File: src/rtl/wp_pkg.sv
// Package: shared encodings for the write protection unit.
// Assumes the block-protect code is two bits wide.
package wp_pkg;

    typedef enum logic [1:0] {
        GUARD_NONE    = 2'b00,
        GUARD_QUARTER = 2'b01,
        GUARD_HALF    = 2'b10,
        GUARD_ALL     = 2'b11
    } guard_t;

    // Bit positions of fields inside the status write data byte.
    localparam int SR_WPEN_BIT = 7;
    localparam int SR_BP_HI    = 3;
    localparam int SR_BP_LO    = 2;

    // True when an address with top bits hi2 falls in the locked range.
    function automatic logic guard_hit(input logic [1:0] hi2, input guard_t code);
        logic hit;
        unique case (code)
            GUARD_NONE:    hit = 1'b0;
            GUARD_QUARTER: hit = hi2 == 2'b11;
            GUARD_HALF:    hit = hi2[1];
            default:       hit = 1'b1;
        endcase
        return hit;
    endfunction

endpackage

File: src/rtl/wp_region.sv
// Module: wp_region
// Combinational decode of whether an address lies in the locked range.
// Assumes ADDR_W >= 2. Only the two top address bits matter.
module wp_region #(
    parameter int ADDR_W = 15
) (
    input  logic [ADDR_W-1:0] addr,
    input  wp_pkg::guard_t    code,
    output logic              locked
);
    localparam int TOP = ADDR_W - 1;

    // Decode the locked range from the top two address bits.
    always_comb begin
        locked = wp_pkg::guard_hit(addr[TOP -: 2], code);
    end
endmodule

File: src/rtl/wp_cursor.sv
// Module: wp_cursor
// Burst address cursor and registered per-byte write permission.
// Assumes the front end pulses byte_valid once per byte. The address wraps
// naturally at 2**ADDR_W, and locked addresses still advance the cursor.
module wp_cursor #(
    parameter int ADDR_W = 15
) (
    input  logic              clk,
    input  logic              rst_n,
    input  logic              burst_start,
    input  logic [ADDR_W-1:0] burst_addr,
    input  logic              byte_valid,
    input  logic              wel,
    input  wp_pkg::guard_t    code,
    output logic              mem_we,
    output logic [ADDR_W-1:0] mem_addr
);
    logic [ADDR_W-1:0] cur_q;
    logic [ADDR_W-1:0] use_addr;
    logic              locked;

    // Pick the address the current byte belongs to.
    always_comb begin
        use_addr = burst_start ? burst_addr : cur_q;
    end

    wp_region #(.ADDR_W(ADDR_W)) region_i (
        .addr   (use_addr),
        .code   (code),
        .locked (locked)
    );

    // Advance the cursor and register one permission pulse per byte.
    always_ff @(posedge clk) begin
        if (!rst_n) begin
            cur_q    <= '0;
            mem_we   <= 1'b0;
            mem_addr <= '0;
        end else begin
            mem_we <= byte_valid && wel && !locked;
            if (byte_valid) begin
                mem_addr <= use_addr;
                cur_q    <= use_addr + 1'b1;
            end else if (burst_start) begin
                cur_q <= burst_addr;
            end
        end
    end
endmodule

File: src/rtl/wp_state.sv
// Module: wp_state
// Holds the write-enable latch, protect-enable bit, block-protect code and
// the pin level frozen for the transaction, and grants status writes.
// Assumes cs_n high between transactions for at least one clock.
module wp_state (
    input  logic           clk,
    input  logic           rst_n,
    input  logic           cs_n,
    input  logic           wp_n,
    input  logic           wel_set,
    input  logic           burst_start,
    input  logic           sr_wr,
    input  logic [7:0]     sr_wdata,
    output logic           sr_we,
    output logic           wel,
    output logic           wpen,
    output wp_pkg::guard_t code,
    output logic           pin_frz
);
    logic wrote_q;
    logic sr_ok;

    // Status write is allowed unless the latch is clear or the pin locks it.
    always_comb begin
        sr_ok = wel && !(wpen && !pin_frz);
    end

    // Track the pin while deselected; hold it through a transaction.
    always_ff @(posedge clk) begin
        if (!rst_n)    pin_frz <= 1'b1;
        else if (cs_n) pin_frz <= wp_n;
    end

    // Write-enable latch: set on request, clear after a write transaction.
    always_ff @(posedge clk) begin
        if (!rst_n) begin
            wel     <= 1'b0;
            wrote_q <= 1'b0;
        end else begin
            if (cs_n && wrote_q) begin
                wel     <= 1'b0;
                wrote_q <= 1'b0;
            end else if (!cs_n && (burst_start || sr_wr)) begin
                wrote_q <= 1'b1;
            end
            if (wel_set) wel <= 1'b1;
        end
    end

    // Status register fields and the registered grant pulse.
    always_ff @(posedge clk) begin
        if (!rst_n) begin
            wpen  <= 1'b0;
            code  <= wp_pkg::GUARD_NONE;
            sr_we <= 1'b0;
        end else begin
            sr_we <= sr_wr && sr_ok;
            if (sr_wr && sr_ok) begin
                wpen <= sr_wdata[wp_pkg::SR_WPEN_BIT];
                code <= wp_pkg::guard_t'(sr_wdata[wp_pkg::SR_BP_HI:wp_pkg::SR_BP_LO]);
            end
        end
    end
endmodule

File: src/rtl/wp_guard.sv
// Module: wp_guard (top)
// Write protection unit: status register state plus burst cursor.
// Assumes the front end never raises wel_set while a write transaction
// is being closed. SPI shifting and nonvolatile storage lie outside.
module wp_guard #(
    parameter int ADDR_W = 15
) (
    input  logic              clk,
    input  logic              rst_n,
    input  logic              cs_n,
    input  logic              wp_n,
    input  logic              wel_set,
    input  logic              burst_start,
    input  logic [ADDR_W-1:0] burst_addr,
    input  logic              byte_valid,
    input  logic              sr_wr,
    input  logic [7:0]        sr_wdata,
    output logic              mem_we,
    output logic [ADDR_W-1:0] mem_addr,
    output logic              sr_we,
    output logic              wel_o,
    output logic              wpen_o,
    output logic [1:0]        bp_o
);
    wp_pkg::guard_t code;
    logic           pin_frz;

    wp_state state_i (
        .clk         (clk),
        .rst_n       (rst_n),
        .cs_n        (cs_n),
        .wp_n        (wp_n),
        .wel_set     (wel_set),
        .burst_start (burst_start),
        .sr_wr       (sr_wr),
        .sr_wdata    (sr_wdata),
        .sr_we       (sr_we),
        .wel         (wel_o),
        .wpen        (wpen_o),
        .code        (code),
        .pin_frz     (pin_frz)
    );

    wp_cursor #(.ADDR_W(ADDR_W)) cursor_i (
        .clk         (clk),
        .rst_n       (rst_n),
        .burst_start (burst_start),
        .burst_addr  (burst_addr),
        .byte_valid  (byte_valid),
        .wel         (wel_o),
        .code        (code),
        .mem_we      (mem_we),
        .mem_addr    (mem_addr)
    );

    // Expose the block-protect code as plain bits.
    always_comb begin
        bp_o = code;
    end
endmodule

File: config.mk
export PLATFORM = sky130hd
export DESIGN_NAME = wp_guard
export DESIGN_NICKNAME = d
export VERILOG_FILES = /design/src/rtl/wp_pkg.sv /design/src/rtl/wp_region.sv /design/src/rtl/wp_cursor.sv /design/src/rtl/wp_state.sv /design/src/rtl/wp_guard.sv
export SDC_FILE = /design/constraint.sdc
export NUM_CORES = 1
export LEC_CHECK = 0
export BUFFER_PORTS_ARGS = -buffer_cell sky130_fd_sc_hd__buf_2
export CORE_UTILIZATION = 27
export CTS_BUF_LIST = sky130_fd_sc_hd__clkbuf_16
export CTS_CLUSTER_DIAMETER = 200
export CTS_CLUSTER_SIZE = 30
export DETAILED_ROUTE_END_ITERATION = 8
export PLACE_DENSITY = 0.56
export SLEW_MARGIN = 5
export SYNTH_ARGS = -nofsm -noshare
export SYNTH_HDL_FRONTEND = slang
export SYNTH_HIERARCHICAL = 1
export SYNTH_SLANG_ARGS = --single-unit
File: constraint.sdc
create_clock -name clk -period 4.5 [get_ports clk]
set_input_delay 0.45 -clock clk [delete_from_list [all_inputs] [get_ports clk]]
set_output_delay 0.45 -clock clk [all_outputs]
set_load 0.03 [all_outputs]
==> impl_metrics.yaml <==
layout:
  layout.cells.most_common_list: "46 x sky130_fd_sc_hd__buf_2, 38 x sky130_fd_sc_hd__dfxtp_1, 19 x sky130_fd_sc_hd__nor2_1"
  final_common_cell: "sky130_fd_sc_hd__buf_2"
  n_antenna_cell: 0
  top_regs: "cursor_i/cur_q (15), cursor_i/mem_addr (15), state_i/code (2)"
  drive_gt1_share_pct: 26.83
  fin_nets: 279
  area_growth_syn_to_layout_pct: 21.02
grt:
  overflow: 0
  grt_start_max_net_pins: 38
  grt_pass1_wl_um: 6568
  grt_util_all_layers_pct: 11.70
  number_of_antenna_violations_at_the_first_check_in_global_routing: 0
  vias_in_the_first_global_route: 1438
power:
  report.power.total_mw: 0.8210
  p_per_area_nw_per_um2: 370.1
  leakage_nw: 1.020
  p_seq_share_pct: 45.2
  power.net_switching_mw: 0.2193
  clock_power_share_pct: 39.1
  cell_internal_pwr_mw: 0.6017
  worst_ir_drop_vdd_mv: 0.1731
  power.share.switching_pct: 26.72
  fraction_of_power_consumed_by_combinational_cells_pct: 15.7
critical_path:
  reg2reg_setup_slack_ns: 2.81
  worst_r2r_endpoint: "cursor_i/cur_q[12]"
  timing.critical_path.fanout_max: 28
  worstSetupStartpointType: "input port"
  regToRegStartpoint: "cursor_i/cur_q[0]"
  required_ns: 4.70
  sort_of_element_at_the_end_of_the_critical_path: "flip-flop"
  arrival_ns: 2.40
  crit_path_kind: "in2reg"
  ff2ff_path_depth: 7
logic_synthesis:
  syn_area_um2: 1833
  yosys_warn_count: 6
  synthesis.instances: 206
  postSynthAreaPerCell_um2: 8.898
  synthesis.nets: 238
floorplan:
  floorplan.die_area_um2: 7123
  ioPinCount: 52
  core_um2: 6459
  initial_utilization_pct: 28.38
  chipWidth_um: 84.40
  floorplan.die.height_um: 84.40
  floorplan.rows: 29
routing:
  routedWlPerCell_um: 12.53
  drt_total_wl_um: 4048
  drt_iter0_markers: 46
  routed-via-count: 1556
  via_per_inst: 4.817
  drc: 6
  detailedRoute.firstPassIterationCount: 6
  postRouteAntennaNets: 0
sta:
  period_needed_ns: 2.201
  final.setup_skew_ns: 0.002892
  rsz0062_at_grt: "no"
  timing.slew.headroom_pct: 35.68
  fmaxAchievable_ghz: 0.4543
  timing.final.setup_violations: 0
  tns_ns: 0
  worst-slew-pin-transition_ns: 0.9638
  finalHoldViolCount: 0
  final_min_period_over_clock_period_pct: 48.92
  drv_slew: 0
hold_path:
  hold_end: "state_i/wrote_q"
  cell_count_of_the_worst_hold_path: 2
  holdCritStartpoint: "cs_n"
  hp-class: "in2reg"
clock_network:
  cts_tree: "yes"
  cts.clk_slew.worst_paths_ns: 0.05
  postCtsHoldBufs: 0
  cts.htree.levels: 2
  postCtsSetupRepairBufs: 0
  ctsLongestPathBuffers: 2
  ctsResizeCount: 0
  root_buffer_master: "sky130_fd_sc_hd__clkbuf_16"
  clk_latency_ns: 0.28
  cts_num_sinks: 38
  total_cts_buffers: 5
placement:
  half_perimeter_wire_length_of_the_detailed_placement_result_um: 2915
  globalplace.congestion: 0.7733
  port-buffer-count: 46
outcome:
  outcome: "finished with violations"
  failing_checks: "DRC"
job:
  max_cap_violations: 0
==> critical path, cell delays in order <==
cell	delay, ns
sky130_fd_sc_hd__buf_2	0.51
sky130_fd_sc_hd__mux2i_1	0.23
sky130_fd_sc_hd__inv_1	0.09
sky130_fd_sc_hd__ha_1	0.14
sky130_fd_sc_hd__nand2_1	0.16
sky130_fd_sc_hd__a21o_1	0.26
sky130_fd_sc_hd__or4_1	0.40
sky130_fd_sc_hd__a21oi_1	0.15
==> final cells by class <==
cell class / instances / area (um2)
clock buffer: 5 / 125.1
sequential: 38 / 760.7
timing repair buffer: 46 / 230.2
multi-input combinational: 141 / 945.9
tap: 77 / 96.34
fill: 692 / 4240
inverter: 15 / 56.30
clock inverter: 1 / 3.754
==> metrics by stage <==
| stage | cells | hold slack (ns) | utilization, % | area [um2] | setup WS, ns |
|---|---|---|---|---|---|
| after global routing | 323 | 0.3834 | 34.35 | 2218 | 2.067 |
| after CTS | 323 | 0.3744 | 34.35 | 2218 | 2.295 |
| after global placement | 317 | 0.4619 | 32.35 | 2090 | 2.010 |
| after detailed placement | 317 | 0.4620 | 32.35 | 2090 | 2.000 |
| final | 323 | 0.3777 | 34.35 | 2218 | 2.299 |
| after floorplan | 206 | 0.5018 | - | 1833 | 2.404 |
==> power by group through the flow <==
stage	Sequential, mW	Combinational [mW]	Clock (mW)
floorplan	0.401	0.0708	0
global placement	0.378	0.128	0
detailed placement	0.378	0.129	0
CTS	0.371	0.130	0.331
global route	0.374	0.142	0.347
finish	0.371	0.129	0.321
==> worst max path at each step <==
stage / slack [ns] / cells after the start / endpoint / from
5_1_grt: 2.07 / 8 / cursor_i/cur_q[12] / burst_start
4_1_cts: 2.30 / 8 / cursor_i/cur_q[12] / burst_start
2_1_floorplan: 2.40 / 10 / cursor_i/cur_q[12] / burst_start
6_report: 2.30 / 8 / cursor_i/cur_q[12] / burst_start
3_3_place_gp: 2.01 / 8 / cursor_i/cur_q[12] / burst_start
3_5_place_dp: 2.00 / 8 / cursor_i/cur_q[12] / burst_start
==> routing by layer <==
metal | vias to the layer above | global-route usage [%] | part of all wire, %
met5 | - | 0 | 0
li1 | 818 | - | -
met1 | 692 | 15.71 | 51
met3 | 8 | 3.638 | 6.1
met2 | 38 | 17.06 | 41
met4 | 0 | 5.547 | 1.8
No activity file was read; power rests on OpenSTA's default activity.
